### src/rtl/actpd_pkg.sv
package actpd_pkg;

    typedef enum logic [1:0] {
        ST_PWRUP = 2'd0,
        ST_RUN   = 2'd1,
        ST_SLEEP = 2'd2,
        ST_WAKE  = 2'd3
    } pd_state_e;

    typedef enum logic [1:0] {
        OSEL_OFF  = 2'd0,
        OSEL_LIVE = 2'd1,
        OSEL_HELD = 2'd2
    } osel_e;

endpackage

### src/rtl/actpd_sync.sv
module actpd_sync #(
    parameter int STAGES = 2
) (
    input  logic clk,
    input  logic rst_n,
    input  logic async_i,
    output logic sync_o
);
    typedef struct packed {
        logic [STAGES-1:0] sh;
    } sync_reg_t;

    sync_reg_t r_d, r_q;

    generate
        if (STAGES == 1) begin : g_one
            always_comb r_d.sh = async_i;
        end else begin : g_chain
            always_comb r_d.sh = {r_q.sh[STAGES-2:0], async_i};
        end
    endgenerate

    always_ff @(posedge clk or negedge rst_n) begin
        if (!rst_n) r_q <= '0;
        else        r_q <= r_d;
    end

    assign sync_o = r_q.sh[STAGES-1];
endmodule

### src/rtl/actpd_detect.sv
module actpd_detect #(
    parameter int W     = 20,
    parameter int QUIET = 3
) (
    input  logic         clk,
    input  logic         rst_n,
    input  logic [W-1:0] mon_i,
    input  logic         clr_i,
    output logic         act_o,
    output logic         quiet_o
);
    localparam int CNT_W = (QUIET > 1) ? $clog2(QUIET) : 1;
    localparam logic [CNT_W-1:0] CNT_LAST = CNT_W'(QUIET - 1);

    typedef struct packed {
        logic [W-1:0]     mon;
        logic [CNT_W-1:0] cnt;
    } det_reg_t;

    det_reg_t r_d, r_q;
    logic [W-1:0] diff;

    // per-line change flags
    generate
        for (genvar b = 0; b < W; b++) begin : g_diff
            assign diff[b] = mon_i[b] ^ r_q.mon[b];
        end
    endgenerate

    assign act_o   = |diff;
    assign quiet_o = !act_o && (r_q.cnt == CNT_LAST);

    always_comb begin
        r_d     = r_q;
        r_d.mon = mon_i;
        if (clr_i || act_o)          r_d.cnt = '0;
        else if (r_q.cnt != CNT_LAST) r_d.cnt = r_q.cnt + 1'b1;
    end

    always_ff @(posedge clk or negedge rst_n) begin
        if (!rst_n) r_q <= '0;
        else        r_q <= r_d;
    end
endmodule

### src/rtl/actpd_hold.sv
module actpd_hold
    import actpd_pkg::*;
#(
    parameter int W = 8
) (
    input  logic         clk,
    input  logic         rst_n,
    input  logic         cap_i,
    input  osel_e        sel_i,
    input  logic [W-1:0] data_i,
    input  logic [W-1:0] en_i,
    output logic [W-1:0] data_o,
    output logic [W-1:0] en_o
);
    typedef struct packed {
        logic [W-1:0] data;
        logic [W-1:0] en;
    } hold_reg_t;

    hold_reg_t r_d, r_q;

    always_comb begin
        r_d = r_q;
        if (cap_i) begin
            r_d.data = data_i;
            r_d.en   = en_i;
        end
    end

    always_ff @(posedge clk or negedge rst_n) begin
        if (!rst_n) r_q <= '0;
        else        r_q <= r_d;
    end

    always_comb begin
        unique case (sel_i)
            OSEL_LIVE: begin data_o = data_i;  en_o = en_i;  end
            OSEL_HELD: begin data_o = r_q.data; en_o = r_q.en; end
            default:   begin data_o = '0;       en_o = '0;    end
        endcase
    end
endmodule

### src/rtl/actpd_ctrl.sv
module actpd_ctrl
    import actpd_pkg::*;
#(
    parameter int MON_W       = 20,
    parameter int OUT_W       = 8,
    parameter int QUIET_CYC   = 3,
    parameter int SYNC_STAGES = 2
) (
    input  logic             clk,
    input  logic             rst_n,
    input  logic             supply_ok,
    input  logic [MON_W-1:0] mon_i,
    input  logic [OUT_W-1:0] out_data_i,
    input  logic [OUT_W-1:0] out_en_i,
    output logic [OUT_W-1:0] out_data_o,
    output logic [OUT_W-1:0] out_en_o,
    output logic             sleep_o,
    output logic             valid_o
);
    typedef struct packed {
        pd_state_e st;
    } fsm_reg_t;

    fsm_reg_t r_d, r_q;
    logic     pwr_ok;
    logic     act, quiet;
    logic     cap;
    osel_e    osel;

    actpd_sync #(.STAGES(SYNC_STAGES)) u_sync (
        .clk     (clk),
        .rst_n   (rst_n),
        .async_i (supply_ok),
        .sync_o  (pwr_ok)
    );

    actpd_detect #(.W(MON_W), .QUIET(QUIET_CYC)) u_det (
        .clk     (clk),
        .rst_n   (rst_n),
        .mon_i   (mon_i),
        .clr_i   (r_q.st != ST_RUN),
        .act_o   (act),
        .quiet_o (quiet)
    );

    // next-state logic
    always_comb begin
        r_d = r_q;
        cap = 1'b0;
        if (!pwr_ok) begin
            r_d.st = ST_PWRUP;
        end else begin
            unique case (r_q.st)
                ST_PWRUP: r_d.st = ST_RUN;
                ST_RUN: if (quiet) begin
                    r_d.st = ST_SLEEP;
                    cap    = 1'b1;
                end
                ST_SLEEP: if (act) r_d.st = ST_WAKE;
                default:  r_d.st = ST_RUN;
            endcase
        end
    end

    always_ff @(posedge clk or negedge rst_n) begin
        if (!rst_n) r_q <= '{st: ST_PWRUP};
        else        r_q <= r_d;
    end

    always_comb begin
        unique case (r_q.st)
            ST_RUN:             osel = OSEL_LIVE;
            ST_SLEEP, ST_WAKE:  osel = OSEL_HELD;
            default:            osel = OSEL_OFF;
        endcase
    end

    actpd_hold #(.W(OUT_W)) u_hold (
        .clk    (clk),
        .rst_n  (rst_n),
        .cap_i  (cap),
        .sel_i  (osel),
        .data_i (out_data_i),
        .en_i   (out_en_i),
        .data_o (out_data_o),
        .en_o   (out_en_o)
    );

    assign sleep_o = (r_q.st == ST_SLEEP);
    assign valid_o = (r_q.st == ST_RUN) || (r_q.st == ST_SLEEP);
endmodule

### config.mk
export PLATFORM = sky130hd
export DESIGN_NAME = actpd_ctrl
export DESIGN_NICKNAME = d
export VERILOG_FILES = /design/src/rtl/actpd_pkg.sv /design/src/rtl/actpd_sync.sv /design/src/rtl/actpd_detect.sv /design/src/rtl/actpd_hold.sv /design/src/rtl/actpd_ctrl.sv
export SDC_FILE = /design/constraint.sdc
export NUM_CORES = 1
export LEC_CHECK = 0
export BUFFER_PORTS_ARGS = -buffer_cell sky130_fd_sc_hd__buf_2
export CAP_MARGIN = 15
export CORE_MARGIN = 2
export CORE_UTILIZATION = 46
export DETAILED_ROUTE_END_ITERATION = 10
export PLACE_DENSITY = 0.75
export SETUP_SLACK_MARGIN = 0.3
export SYNTH_ARGS = -nofsm -noshare
export SYNTH_HDL_FRONTEND = slang
export SYNTH_HIERARCHICAL = 1
export SYNTH_SLANG_ARGS = --single-unit
### constraint.sdc
create_clock -name clk -period 2.2 [get_ports clk]
set_clock_uncertainty 0.15 [all_clocks]
set_input_delay 0.44 -clock clk [delete_from_list [all_inputs] [get_ports clk]]
set_output_delay 0.44 -clock clk [all_outputs]
set_load 0.02 [all_outputs]
==> results.toml <==
[cts]
cts_buffers = 5
path_clk_slew_ns = 0.07
root_buffer = "clkbuf_8"
cts_tree = "yes"
clock_path_buffers = 2
cts_htree_levels = 2
clock_latency_ns = 0.29
cts.sinks = 42

[die]
io_pins = 57
die_y_um = 70.1
num_rows = 24
fp.coreArea_um2 = 4260
die_x_um = 70.1
start_util = 0.471
die_area_um2 = 4910

[synth]
synth_seq_cells = 42
synth_cell_types = 27
syn_nets = 207
yosysSeqAreaShare = 0.524
yosys.area.top_type = "dfrtp_1"
syn-cell-area_um2 = 2010
ys_warn_count = 6
syn-mean-instance-area_um2 = 12.6
netlist_instances = 159
synth_top_area_frac = 0.524
netlist_top_cells_area = "dfrtp_1 (52%), mux2_4 (7.5%), a22oi_1 (6.0%)"

[critical_path]
setup.worst_path.start = "r_q[0]$_DFFE_PN0P_"
cp-end-kind = "output pin"
rr_endpoint = "u_hold/r_q[0]$_DFFE_PN0P_"
worst-path-max-fanout = 6
r2r_start = "u_det/r_q[13]$_DFF_PN0_"
slowest_delay_ns = 0.41
timing.critical_path.to = "out_data_o[4]"
cp.arrival_ns = 1.86
reg2regPathDepth = 8
start_kind = "register"
slowest_stage = "dfrtp_1"
required_ns = 1.61
r2r_slack_ns = -0.14
path_class = "register to output pin"
crit_chain = "inv_2, ha_4, nor2_2, nor2_4, inv_2, ha_4, buf_12, a22oi_2, nor2_4, buf_6"

[global_route]
grt_max_degree = 43
track_usage = 0.201
grt_pass1_wl_um = 7710
grt-ovfl-total = 0
grt_pass1_vias = 1606
antenna_found_initial = 0

[sta]
timing.slew.headroom = 0.657
setup_violations = 34
finalCritPeriodShare = 1.11
fin_crit_ns = 2.45
timing.final.ws_setup_ns = -0.248
report.final.slew_viol_count = 0
hold_viol_final = 0
max_freq_mhz = 408
tightestPinTransition_ns = 0.515
rsz0062_at_grt = "yes"
setup_tns_ns = -5.95

[hold_path]
hp-class = "input pin to asynchronous set/reset pin"

[place]
dp_hpwl_um = 2610
dpl_cell_area_um2 = 2640
routabilityCongestion = 0.725
port_buffers = 56

[job]
maxCapViolCount = 0

[pwr]
powerDensity_nw_per_um2 = 990
total_power_mw = 3.20
leakagePower_nw = 1.42
power.net_switching_mw = 1.23
clkPwrFrac = 0.140
swShare = 0.385
p_int_mw = 1.97
max-vdd-ir-drop_uv = 695
p_comb_frac = 0.594
seqPwrFrac = 0.266

[drt]
wirelength_um = 4540
dr.pass1.iters = 4
drt-wirelength-per-cell_um = 15.2
first_iter_violations = 33
viasPerCell = 5.09
drc = 0
vias = 1523
route.antenna.remaining_nets = 0

[layout]
fin_area_um2 = 3230
num-nets-final = 295
antenna_cells = 0
fillers = 275
areaGrowthSynthToFinish_pct = 61.0
drive_gt1_frac = 0.672

[run_status]
outcome = "finished with violations"
violations = "negative setup slack"
-- synthesized netlist by cell type --
| master | instances |
|---|---|
| mux2_4 | 10 |
| ha_1 | 9 |
| nor4_2 | 3 |
| nand2b_1 | 1 |
| buf_4 | 2 |
| a21oi_1 | 1 |
| clkbuf_2 | 2 |
| dfrtp_1 | 42 |
| nand4_1 | 2 |
| nor2_1 | 20 |
| xnor2_1 | 8 |
| inv_1 | 6 |
| nand3_1 | 1 |
| and3_2 | 2 |
| mux2_2 | 6 |
| a2bb2oi_2 | 1 |
| buf_2 | 1 |
| nor4b_1 | 2 |
| buf_12 | 1 |
| and3_1 | 1 |
| a22oi_1 | 16 |
| clkbuf_1 | 1 |
| xor2_1 | 13 |
| nand2_1 | 4 |
| mux2i_1 | 2 |
| inv_2 | 1 |
| buf_6 | 1 |
-- worst min path at each step --
stage               depth (start not counted)                         to               startpoint  slack (ns)
global placement                            0    u_sync/r_q[1]$_DFF_PN0_  u_sync/r_q[0]$_DFF_PN0_        0.18
finish                                      2  u_hold/r_q[6]$_DFFE_PN0P_                    rst_n        0.06
global route                                1    u_sync/r_q[0]$_DFF_PN0_                supply_ok         0.1
detailed placement                          0    u_sync/r_q[1]$_DFF_PN0_  u_sync/r_q[0]$_DFF_PN0_        0.19
CTS                                         2   u_det/r_q[0]$_DFFE_PN0P_                    rst_n        0.09
floorplan                                   0         r_q[0]$_DFFE_PN0P_                    rst_n      -0.006
-- metrics by stage --
step | instances | hold slack (ns) | utilization | setup WS (ns)
detailed placement | 272 | 0.189 | 0.619 | -0.269
floorplan | 159 | -0.00559 | - | -0.0413
finish | 299 | 0.0595 | 0.758 | -0.248
CTS | 296 | 0.0874 | 0.722 | -0.276
global route | 299 | 0.0994 | 0.758 | -0.333
global placement | 272 | 0.181 | 0.619 | -0.217
-- area by class of cell --
| type | count | area (µm²) | share of cell area |
|---|---|---|---|
| clock buffers | 7 | 76.3 | 0.0236 |
| inverters | 7 | 26.3 | 0.00813 |
| multi-input cells | 102 | 1210 | 0.376 |
| flip-flops and latches | 42 | 1050 | 0.326 |
| well taps | 52 | 65.1 | 0.0201 |
| repair buffers | 89 | 797 | 0.247 |
-- worst max-delay path, delay by kind of cell (launching register included) --
| kind | cells | cell delay, ns |
|---|---|---|
| DFF | 1 | 0.41 |
| AOI/OAI and AO/OA | 1 | 0.21 |
| adders and majority gates | 2 | 0.32 |
| and+or+nand+nor | 3 | 0.19 |
| buffers and inverters | 4 | 0.45 |
-- sequential cells by signal, summed over array words and instances (netlist names) --
signal / flops
u_sync/r_q: 2
r_q: 2
u_hold/r_q: 16
u_det/r_q: 22
-- cells by family after synthesis --
group                    after synthesis  synth area share
flip-flops                            42             0.524
adder cells (fa/ha/maj)                9            0.0561
AO/OA/AOI/OAI                         18            0.0698
AND/OR/NAND/NOR                       36            0.0948
XOR/XNOR                              21            0.0916
buffers and inverters                 15            0.0455
multiplexers                          18             0.118
-- layout by cell type (no fill, tap or decap), types with 3 or more instances in the layout --
cell / instances
ha_4: 5
inv_2: 5
buf_2: 39
and3_4: 3
ha_1: 3
nand2_1: 4
xor2_1: 12
xnor2_1: 8
buf_6: 21
buf_12: 6
buf_4: 18
dfrtp_1: 41
a22oi_2: 16
mux2_4: 16
nor2_4: 17
clkbuf_8: 5
-- metal layers --
layer  up-vias  part of all wire  global-route usage
met5         -                 0                   0
met3         7             0.042              0.0390
met1       746              0.41               0.248
li1        720                 -                   -
met2        50              0.53               0.350
met4         0             0.019              0.0705
-- repair_timing --
item                                    in CTS  in global routing
cloned                                       2                  1
endpoints found under the setup margin      34                 36
hold buffers                                 0                  0
resized for setup                           41                 32
setup buffers                               15                  2
pin swaps                                    9                 14
-- power by group through the flow --
stage / Clock, mW / Sequential (mW) / Combinational (mW)
2_1_floorplan: 0 / 0.859 / 1.06
3_3_place_gp: 0 / 0.857 / 1.26
3_5_place_dp: 0 / 0.859 / 1.27
4_1_cts: 0.464 / 0.849 / 1.73
5_1_grt: 0.503 / 0.853 / 2.01
6_report: 0.449 / 0.850 / 1.90
Power figures use the tool's default switching activity.
